$ cat config.mk
export PLATFORM = sky130hd
export DESIGN_NAME = clkdiv_guarded
export DESIGN_NICKNAME = d
export VERILOG_FILES = /design/src/rtl/clkdiv_pkg.sv /design/src/rtl/clkdiv_guard.sv /design/src/rtl/clkdiv_counter.sv /design/src/rtl/clkdiv_guarded.sv
export SDC_FILE = /design/constraint.sdc
export NUM_CORES = 1
export LEC_CHECK = 0
export BUFFER_PORTS_ARGS = -buffer_cell sky130_fd_sc_hd__buf_4
export CORE_MARGIN = 8
export CORE_UTILIZATION = 46
export DETAILED_ROUTE_END_ITERATION = 7
export PLACE_DENSITY = 0.75
export SLEW_MARGIN = 0
export SYNTH_ARGS = -nofsm -noshare
export SYNTH_HDL_FRONTEND = slang
export SYNTH_SLANG_ARGS = --single-unit
export TNS_END_PERCENT = 1
$ cat constraint.sdc
create_clock -name clk -period 1.72 [get_ports clk]
set_clock_uncertainty 0.15 [all_clocks]
set_input_delay 0.344 -clock clk [delete_from_list [all_inputs] [get_ports clk]]
set_output_delay 0.344 -clock clk [all_outputs]
set_load 0.03 [all_outputs]
$ cat src/rtl/clkdiv_pkg.sv
package clkdiv_pkg;
    localparam int SEL_W    = 4;
    localparam int MAX_CODE = 8;
    localparam int CNT_W    = MAX_CODE;
    localparam int WIN_CYC  = 4;
    localparam int WIN_W    = $clog2(WIN_CYC);

    typedef logic [SEL_W-1:0] sel_t;
    typedef logic [CNT_W-1:0] cnt_t;

    typedef struct packed {
        logic       arm;
        logic [2:0] spare;
        sel_t       code;
    } ctrl_byte_t;

    localparam ctrl_byte_t ARM_PATTERN = '{arm: 1'b1, spare: 3'b000, code: '0};

    function automatic logic code_ok(sel_t c);
        return c <= sel_t'(MAX_CODE);
    endfunction

    function automatic cnt_t reload_of(sel_t c);
        logic [CNT_W:0] v;
        v = ((CNT_W+1)'(1) << c) - (CNT_W+1)'(1);
        return v[CNT_W-1:0];
    endfunction
endpackage

$ cat src/rtl/clkdiv_guard.sv
module clkdiv_guard
    import clkdiv_pkg::*;
#(
    parameter sel_t DEF_CODE = '0
) (
    input  logic       clk,
    input  logic       rst,
    input  logic       wr_en,
    input  ctrl_byte_t wr_byte,
    output sel_t       code_q,
    output logic       armed_q
);
    logic [WIN_W-1:0] win_q;

    always_ff @(posedge clk) begin
        if (rst) begin
            code_q  <= DEF_CODE;
            armed_q <= 1'b0;
            win_q   <= '0;
        end else if (wr_en) begin
            if (wr_byte == ARM_PATTERN) begin
                armed_q <= 1'b1;
                win_q   <= WIN_W'(WIN_CYC - 1);
            end else begin
                armed_q <= 1'b0;
                win_q   <= '0;
                if (armed_q && !wr_byte.arm && code_ok(wr_byte.code))
                    code_q <= wr_byte.code;
            end
        end else if (armed_q) begin
            if (win_q == '0)
                armed_q <= 1'b0;
            else
                win_q <= win_q - 1'b1;
        end
    end


    code_guard_chk: assert property (@(posedge clk) disable iff (rst)
        !$stable(code_q) |-> $past(armed_q && wr_en && !wr_byte.arm));


    code_range_chk: assert property (@(posedge clk) disable iff (rst)
        code_ok(code_q));


    arm_source_chk: assert property (@(posedge clk) disable iff (rst)
        $rose(armed_q) |-> $past(wr_en && wr_byte == ARM_PATTERN));


    arm_consume_chk: assert property (@(posedge clk) disable iff (rst)
        armed_q && wr_en && !wr_byte.arm |=> !armed_q);
endmodule

$ cat src/rtl/clkdiv_counter.sv
module clkdiv_counter
    import clkdiv_pkg::*;
#(
    parameter sel_t DEF_CODE = '0
) (
    input  logic clk,
    input  logic rst,
    input  sel_t req_code,
    output logic tick
);
    cnt_t cnt_q;
    sel_t cur_q;

    assign tick = (cnt_q == '0);

    always_ff @(posedge clk) begin
        if (rst) begin
            cnt_q <= '0;
            cur_q <= DEF_CODE;
        end else if (tick) begin
            cur_q <= req_code;
            cnt_q <= reload_of(req_code);
        end else begin
            cnt_q <= cnt_q - 1'b1;
        end
    end


    switch_on_tick_chk: assert property (@(posedge clk) disable iff (rst)
        !$stable(cur_q) |-> $past(tick));


    full_period_chk: assert property (@(posedge clk) disable iff (rst)
        $past(tick) |-> cnt_q == reload_of(cur_q));


    cnt_bound_chk: assert property (@(posedge clk) disable iff (rst)
        cnt_q <= reload_of(cur_q));
endmodule

$ cat src/rtl/clkdiv_guarded.sv
module clkdiv_guarded
    import clkdiv_pkg::*;
#(
    parameter bit DEF_DIV8 = 1'b0
) (
    input  logic       clk,
    input  logic       rst,
    input  logic       wr_en,
    input  logic [7:0] wr_data,
    output logic [7:0] rd_data,
    output logic       clk_en
);
    localparam sel_t DEF_CODE = DEF_DIV8 ? sel_t'(3) : sel_t'(0);

    sel_t       code_q;
    logic       armed_q;
    ctrl_byte_t rd_byte;

    clkdiv_guard #(.DEF_CODE(DEF_CODE)) u_guard (
        .clk     (clk),
        .rst     (rst),
        .wr_en   (wr_en),
        .wr_byte (ctrl_byte_t'(wr_data)),
        .code_q  (code_q),
        .armed_q (armed_q)
    );

    clkdiv_counter #(.DEF_CODE(DEF_CODE)) u_counter (
        .clk      (clk),
        .rst      (rst),
        .req_code (code_q),
        .tick     (clk_en)
    );

    always_comb begin
        rd_byte       = '0;
        rd_byte.arm   = armed_q;
        rd_byte.code  = code_q;
    end
    assign rd_data = rd_byte;
endmodule

==> impl_metrics.tcl, run 1 <==
set metrics [dict create \
    finalCritPeriodShare_pct 105 \
    wl_mm 2.01 \
    synth.most_common_cell "dfxtp_1" \
    ys_warn_count 0 \
    synth.area.mux_share_pct 2.56 \
    status "finished, violations left" \
    via_count 818 \
    drcViolationCount 0 \
    critical_path.startpoint_type "flip-flop" \
    tritoncts "built" \
    rsz0062_at_grt "true" \
    p_int_uw 1050 \
    ioPinCount 20 \
    syn_area_per_cell_um2 8.61 \
    numCtsBuffers 3 \
    cp-end-kind "primary output" \
    path_clk_slew_ns 0.09 \
    die_h_um 59.7 \
    synth_edf_count 0 \
    synth_flop_cell "dfxtp_1" \
    violations "negative setup slack" \
    synth_compound_area_share_pct 18.8 \
    p_comb_share_pct 56.7 \
    insertion_delay_ns 0.27 \
    worstPathRequired_ns 1.23 \
    crit_arrival_ns 1.31 \
    p_per_area_nw_per_um2 1410 \
    grt_usage_pct 12.6 \
    cts-root-buf "clkbuf_4" \
    ys_types 38 \
    synthCells 102 \
    yosysSeqAreaShare_pct 34.2 \
    gp_congestion 0.861 \
    synth_adder_area_share_pct 5.70 \
    synth_top_family_by_area "simple AND/OR/NAND/NOR gates" \
    cts_sinks 15 \
    max-cap-violations 0 \
    synth.area.top_cells "dfxtp_1 34%, nor2_1 6.0%, ha_1 5.7%, buf_4 3.4%, inv_1 3.4%" \
    drt_iter0_drc 11 \
    p_clk_share_pct 11.9 \
    die-area_um2 3560 \
    syn-cell-area_um2 878 \
    die_w_um 59.7 \
    hp-class "input port to flip-flop" \
    start_util_pct 46.7 \
    min_period_ns 1.81 \
    wl_per_cell_um 12.8 \
    yosys.area.top_type "dfxtp_1" \
    antenna_found_initial 0 \
    yosysTopAreaCellShare_pct 34.2 \
    p_sw_uw 599 \
    p_sw_share_pct 36.3 \
    grt_overflow 0 \
    worst_slack_ns -0.0882 \
    synth-simple-area-share_pct 24.8 \
    core_area_um2 1880 \
    grt_pass1_vias 870 \
    nNetsFinal 146 \
    grt_max_degree 16 \
    fp-row-count 16 \
    power_frac_seq_pct 31.4 \
    async_reset_ff_share_pct 0 \
    vias_per_cell 5.21 \
    cp_max_fo 3 \
    finalHoldViolations 0 \
    power_leakage_uw 0.000492 \
    fmax_mhz 553 \
    ant_nets 0 \
    dp_hpwl_mm 1.54 \
    synth-xor-area-share_pct 4.99 \
    synth_common_cells "15 x dfxtp_1, 14 x nor2_1, 8 x inv_1, 5 x nor3_1" \
    cts_buffer_depth 2 \
    slew_violations 0 \
    peakVddDrop_v 0.000570 \
    io_buffers 16 \
    worstSetupPathType "flip-flop to primary output" \
    preCtsSetupSlack_ns 0.0199 \
    setup_viol 1 \
    antenna_cells 0 \
    grt_pass1_wl_mm 3.59 \
    h-tree-depth 1 \
    synth-seq-cells 15 \
    drive_gt1_share_pct 38.5 \
    total_power_uw 1650 \
    setup_tns_ns -0.0882 \
    area_delta_synth_final_pct 33.0 \
    dr.pass1.iters 4 \
]
[logic make-up (layout without fill, tap and decap cells)]
| family | count (synthesis) | count (layout) |
|---|---|---|
| xor gates and xnor gates | 5 | 5 |
| and+or+nand+nor | 38 | 38 |
| buffers and inverters | 14 | 40 |
| AOI/OAI and AO/OA | 23 | 23 |
| adders and majority gates | 4 | 4 |
| DFF | 15 | 15 |
| other | 1 | 3 |
| muxes | 2 | 2 |
[layout by cell type, fill, tap and decap left out, drive strengths merged, types with 2 or more instances in the layout]
master,n
buf,28
a211oi,3
xor2,3
nand2,4
a22oi,3
a311oi,3
o21ai,3
o21a,2
clkbuf,4
nor2,14
xnor2,2
conb,3
mux2,2
and3,3
inv,8
nor3,5
nor4,3
a31oi,2
dfxtp,15
a21oi,3
ha,4
[what timing repair did]
item / 4_1_cts / 5_1_grt
gates cloned: 0 / 0
resized for setup: 8 / 6
setup endpoints to repair: 1 / 6
buffers inserted: 4 / 0
hold buffers: 0 / 0
endpoints found under the hold margin: 0 / 0
pin swaps: 1 / 4
[power by group through the flow]
stage,Combinational [uW],Sequential (uW),Clock [uW]
2_1_floorplan,591,503,0
3_3_place_gp,776,513,0
3_5_place_dp,784,515,0
4_1_cts,900,513,204
5_1_grt,1030,531,223
6_report,934,518,196
[cell type report]
class                      count  area, um2
tap                           27       33.8
inverter                       8       30.0
clock buffer                   4       26.3
multi-input combinational     75        557
sequential                    15        308
fill                         192        713
timing repair buffer          28        214
[registers in the layout (all words and copies together) (netlist names)]
signal,cells
u_guard.code_q,4
u_counter.cnt_q,8
u_guard.win_q,2
u_guard.armed_q,1
[worst max-delay path: stages (launching register included)]
cell     delay, ns
dfxtp_2       0.35
inv_2         0.05
ha_4          0.15
and2b_2       0.20
and3_4        0.17
buf_6         0.13
[per-stage QoR]
step	cells	utilization (%)	hold WS [ns]	cell area, um2
after floorplan	104	-	0.266	892
after global placement	149	56.4	0.321	1060
after detailed placement	149	56.4	0.329	1060
after CTS	157	60.4	0.184	1140
after global routing	157	62.1	0.195	1170
final	157	62.1	0.187	1170
[metal layers]
layer	wire length, um	up-vias	global-route usage (%)
li1	-	412	-
met1	876	386	14.4
met2	1010	20	22.0
met3	120	0	3.87
met4	0	0	3.06
met5	0	-	0
[path summary, 6_finish.rpt]
kind | depth (start not counted) | slack, ns | startpoint | endpoint
worst max-delay path | 5 | -0.09 | u_counter.cnt_q[1] | clk_en
worst min-delay path | 3 | 0.19 | wr_data[1] | u_guard.code_q[1]
worst max register to register | 8 | 0.03 | u_counter.cnt_q[1] | u_counter.cnt_q[5]
worst min register to register | 1 | 0.35 | u_counter.cnt_q[7] | u_counter.cnt_q[7]
Note: power is estimated with default switching activity, not from simulation.
==> inputs of run 2 (changes only) <==
Settings changed: GPL_TIMING_DRIVEN from default to 0.
==> run 2 against run 1 <==
Critical path type unchanged. Sequential share of layout area grew 0.079 points. Hold slack got worse by 0.094 ns. The flow still finishes with violations (negative setup slack). Largest cell class unchanged. Global-route usage grew 0.51 points. Setup slack lost 0.053 ns. Final cell count up 1.9%.
==> impl_metrics.tcl, run 2 (synthesis gave the netlist of run 1 again) <==
set metrics [dict create \
    status "finished, violations left" \
    violations "negative setup slack" \
    area_delta_synth_final_pct 33.2 \
    hold-worst-slack_ns 0.0928 \
    drt_iter0_drc 21 \
    numCtsBuffers 3 \
    die-area_um2 3560 \
    antenna_cells 0 \
    reg_top3 "u_counter.cnt_q (8), u_guard.code_q (4), u_guard.win_q (2)" \
    rsz0062_at_grt "true" \
    grt_overflow 0 \
    min_period_ns 1.86 \
    antenna_found_initial 0 \
    p_per_area_nw_per_um2 1450 \
    die_h_um 59.7 \
    dp_cells 147 \
    setup_viol 3 \
    cts_sinks 15 \
    crit_arrival_ns 1.37 \
    vias_per_cell 5.19 \
    wl_mm 2.07 \
    top_layer_used "met4" \
    fin_cells 160 \
    via_count 830 \
    max-cap-violations 0 \
    postLayoutCellArea_um2 1170 \
    ant_nets 0 \
    io_buffers 16 \
    h-tree-depth 1 \
    regMostFlops "u_counter.cnt_q" \
    wl_per_cell_um 12.9 \
    finalCritPeriodShare_pct 108 \
    grt_pass1_vias 851 \
    place_area_um2 1050 \
    ioPinCount 20 \
    die_w_um 59.7 \
    tritoncts "built" \
    insertion_delay_ns 0.29 \
    grt_usage_pct 13.1 \
    cts_buffer_depth 2 \
    finalHoldViolations 0 \
    worstSetupPathType "flip-flop to primary output" \
    worst_slack_ns -0.141 \
    setup_tns_ns -0.183 \
    cts-root-buf "clkbuf_4" \
    wl_met1_um 888 \
    fp-row-count 16 \
    layout.cells.most_common "buf_4" \
    largest_register_ffs 8 \
    drive_gt1_share_pct 40.6 \
    most-common-layout-cells "29 x buf_4, 14 x nor2_1, 8 x dfxtp_1, 7 x dfxtp_2, 6 x inv_1" \
    critical_path.startpoint_type "flip-flop" \
    drcViolationCount 0 \
    cp_max_fo 2 \
    crit_chain "inv_2 -> ha_4 -> and2b_2 -> and3_4 -> buf_6" \
    fmax_mhz 537 \
    gp_congestion 0.806 \
    dr.pass1.iters 4 \
    worstPathRequired_ns 1.23 \
    power_leakage_uw 0.000505 \
    core_area_um2 1880 \
    cp-end-kind "primary output" \
    grt_pass1_wl_mm 3.66 \
    nNetsFinal 149 \
    grt_max_degree 12 \
    met3_length_um 144 \
    start_util_pct 46.7 \
    dp_hpwl_mm 1.53 \
    cts_hold_buf 0 \
    peakVddDrop_v 0.000647 \
    preCtsSetupSlack_ns -0.126 \
    cp_slowest_stage_delay_ns 0.36 \
    dr_wl_met2_um 994 \
    hp-class "input port to flip-flop" \
    slowest_stage "dfxtp_2" \
    slew_violations 0 \
    path_clk_slew_ns 0.09 \
]
-- run 2: cell count changes in the layout (fill, tap and decap cells not counted), sizes merged --
cell / delta
clkinv: +1
buf: +2
-- run 2: report_power, final --
part	internal (uW)	switching, uW	leakage, uW
sequential	438	81.5	0.000125
clock	86.7	124	0.0000177
combinational	535	428	0.000362
-- run 2: routing by layer --
layer,GRT usage [%],vias to the layer above
met2,22.6,25
met1,14.4,379
met3,3.66,6
li1,-,420
met5,0,-
met4,6.12,0
-- run 2: metrics by stage --
stage | util (%) | total power (uW)
after floorplan | - | 1090
after global placement | 55.6 | 1230
after detailed placement | 55.6 | 1250
after CTS | 60.4 | 1600
after global routing | 62.2 | 1810
final | 62.2 | 1690
-- run 2: area by class of cell --
type / count / area [um2]
Fill cell: 179 / 712
Buffer: 5 / 33.8
Multi-Input combinational cell: 75 / 537
Clock inverter: 1 / 5.00
Timing Repair Buffer: 26 / 199
Inverter: 8 / 30.0
Tap cell: 27 / 33.8
Clock buffer: 3 / 22.5
Sequential cell: 15 / 309
-- run 2: worst max-delay path: cells and delay by family, from the launching register on --
kind | cells | cell delay (ns)
buf+inv | 2 | 0.18
simple gates | 2 | 0.38
fa+ha+maj | 1 | 0.15
flops | 1 | 0.36
-- run 2: final timing paths --
kind | startpoint | end | slack, ns | depth (start not counted)
worst max-delay path | u_counter.cnt_q[0] | clk_en | -0.14 | 5
worst min-delay path | rst | u_counter.cnt_q[0] | 0.09 | 2
worst max register to register | u_counter.cnt_q[3] | u_counter.cnt_q[3] | -0.03 | 5
worst min register to register | u_counter.cnt_q[7] | u_counter.cnt_q[7] | 0.33 | 1
-- run 2: repair_timing --
| item | CTS | global route |
|---|---|---|
| buffers inserted | 7 | 3 |
| resized for setup | 9 | 4 |
| pin swaps | 2 | 2 |
| setup endpoints to repair | 4 | 6 |
| cloned | 0 | 0 |
==> inputs of run 3 (changes only) <==
Settings changed: ABC_AREA from default to 1, CORE_ASPECT_RATIO from default to 0.6, CORE_UTILIZATION 46 to 49, PLACE_DENSITY 0.75 to 0.78, SYNTH_HIERARCHICAL from default to 1.
==> run 3 against run 2 <==
The run now ends clean. Area after synthesis is 22% higher. Non-clock buffer count is 6 lower. Final cell count is 41% higher. Clock-buffer cell count stayed put. Routed wire length is 16% higher. Cell area is 13% higher. Fmax is 8.3% higher. Combinational power is 2.8% lower. Hold slack better by 0.026 ns. Power is 4.3% lower. Flip-flop and latch count stayed put. Largest cell class unchanged.
==> impl_metrics.tcl, run 3 <==
set metrics [dict create \
    area_delta_synth_final_pct 23.6 \
    yosys.area.top_type "dfxtp_1" \
    syn_area_per_cell_um2 6.34 \
    start_util_pct 50.7 \
    numCtsBuffers 3 \
    multi_input_area_um2 627 \
    nFillCells 191 \
    power_leakage_uw 0.000694 \
    max-cap-violations 0 \
    yosysSeqAreaShare_pct 28.0 \
    fmax_mhz 582 \
    path_clk_slew_ns 0.09 \
    synth-seq-cells 15 \
    drt_iter0_drc 65 \
    place_area_um2 1240 \
    fp-row-count 13 \
    yosysTopAreaCellShare_pct 28.0 \
    status "completed" \
    worstSetupPathType "flip-flop to primary output" \
    synth_common_cells "41 x nand2_1, 32 x inv_1, 17 x nand3_1, 15 x dfxtp_1, 14 x nor2_1" \
    drive_gt1_share_pct 25.5 \
    postLayoutCellArea_um2 1330 \
    antenna_found_initial 0 \
    rsz0062_at_grt "true" \
    wl_mm 2.40 \
    synth.area.top_cells "dfxtp_1 28%, nand2_1 14%, inv_1 11%, nand3_1 7.9%, a21oi_1 6.1%" \
    nNetsFinal 212 \
    synth.most_common_cell "nand2_1" \
    dr.pass1.iters 4 \
    synthCells 169 \
    finalCritPeriodShare_pct 99.9 \
    die-area_um2 3990 \
    syn-cell-area_um2 1070 \
    setup_viol 0 \
    crit_arrival_ns 1.22 \
    regMostFlops "u_counter/cnt_q" \
    grt_max_degree 10 \
    dp_hpwl_mm 1.94 \
    synth_flop_cell "dfxtp_1" \
    drcViolationCount 0 \
    critical_path.startpoint_type "flip-flop" \
    reg_top3 "u_counter/cnt_q (8), u_guard/code_q (4), u_guard/win_q (2)" \
    tritoncts "built" \
    cts-root-buf "clkbuf_4" \
    grt_pass1_vias 994 \
    hp-class "input port to flip-flop" \
    via_count 1078 \
    finalHoldViolations 0 \
    cts_sinks 15 \
    grt_overflow 0 \
    h-tree-depth 1 \
    most-common-layout-cells "41 x nand2_1, 30 x inv_1, 24 x buf_4, 17 x nand3_1" \
    cts_buffer_depth 2 \
    async_reset_ff_share_pct 0 \
    peakVddDrop_v 0.000454 \
    ioPinCount 20 \
    ys_types 23 \
    grt_pass1_wl_mm 4.23 \
    seqCellArea_um2 302 \
    insertion_delay_ns 0.29 \
    core_area_um2 2110 \
    cp-end-kind "primary output" \
    gp_congestion 0.894 \
    die_w_um 76.4 \
    slew_violations 0 \
    p_per_area_nw_per_um2 1220 \
    worstPathRequired_ns 1.23 \
    hold-worst-slack_ns 0.118 \
    grt_usage_pct 13.1 \
    die_h_um 52.2 \
    io_buffers 16 \
    layout.cells.most_common "nand2_1" \
    ys_warn_count 6 \
    largest_register_ffs 8 \
    antenna_cells 0 \
    min_period_ns 1.72 \
    synth_edf_count 0 \
    cp_max_fo 2 \
    ant_nets 0 \
    wl_per_cell_um 10.6 \
    vias_per_cell 4.77 \
]
[run 3: cell families (layout without fill, tap and decap cells)]
kind of cell / Yosys count / in the layout / synth area share (%)
flip-flops: 15 / 15 / 28.0
adder cells (fa/ha/maj): 4 / 4 / 4.67
other: 1 / 3 / 0.350
buffers and inverters: 40 / 65 / 15.9
AND/OR/NAND/NOR: 90 / 90 / 41.0
XOR/XNOR: 2 / 2 / 1.63
AO/OA/AOI/OAI: 17 / 17 / 8.52
[run 3: what timing repair did]
item / CTS / global route
setup buffers: 5 / 0
pin swaps: 2 / 0
hold buffers: 0 / 0
resized for setup: 6 / 1
endpoints found under the setup margin: 1 / 1
[run 3: final timing paths]
check,from,endpoint,slack (ns),cells after the start
min reg2reg,u_counter/cnt_q[0],u_counter/cnt_q[0],0.28,1
max,u_counter/cnt_q[1],clk_en,0.001,7
min,rst,u_guard/win_q[0],0.12,2
max reg2reg,u_guard/code_q[3],u_counter/cnt_q[6],0.19,9
[run 3: layout make-up]
class | count | share of cell area, %
Sequential cell | 15 | 22.8
Tap cell | 30 | 2.83
Inverter | 36 | 10.6
Buffer | 4 | 2.27
Clock buffer | 3 | 1.70
Multi-Input combinational cell | 116 | 47.3
Clock inverter | 1 | 0.378
Timing Repair Buffer | 21 | 12.2
[run 3: per-stage QoR]
stage | power (uW) | instances | util, % | worst slack (ns) | setup TNS [ns]
after detailed placement | 1240 | 217 | 58.5 | 0.0719 | 0
after global placement | 1220 | 217 | 58.5 | 0.0775 | 0
after global routing | 1770 | 226 | 62.7 | -0.0671 | -0.0671
after floorplan | 1090 | 171 | - | 0.176 | 0
after CTS | 1580 | 226 | 62.4 | 0.0129 | 0
final | 1620 | 226 | 62.7 | 0.00115 | 0
[run 3: critical path, stage by stage, from the launching register on]
cell and delay, ns:
dfxtp_1 0.32, inv_2 0.08, ha_4 0.15, nand2_4 0.05, nor2_4 0.09, nand2_4 0.07, clkinv_4 0.05, buf_6 0.11
[run 3: where the power goes]
part / total [uW] / internal (uW) / switching [uW]
Clock: 208 / 86.6 / 121
Sequential: 476 / 419 / 57.7
Combinational: 936 / 402 / 534
Total: 1620 / 907 / 713
[run 3: layer usage]
layer	part of all wire [%]	global-route usage [%]
met2	44	21.5
met1	49	16.3
met3	5.5	3.94
met4	1.0	3.80
met5	0	0
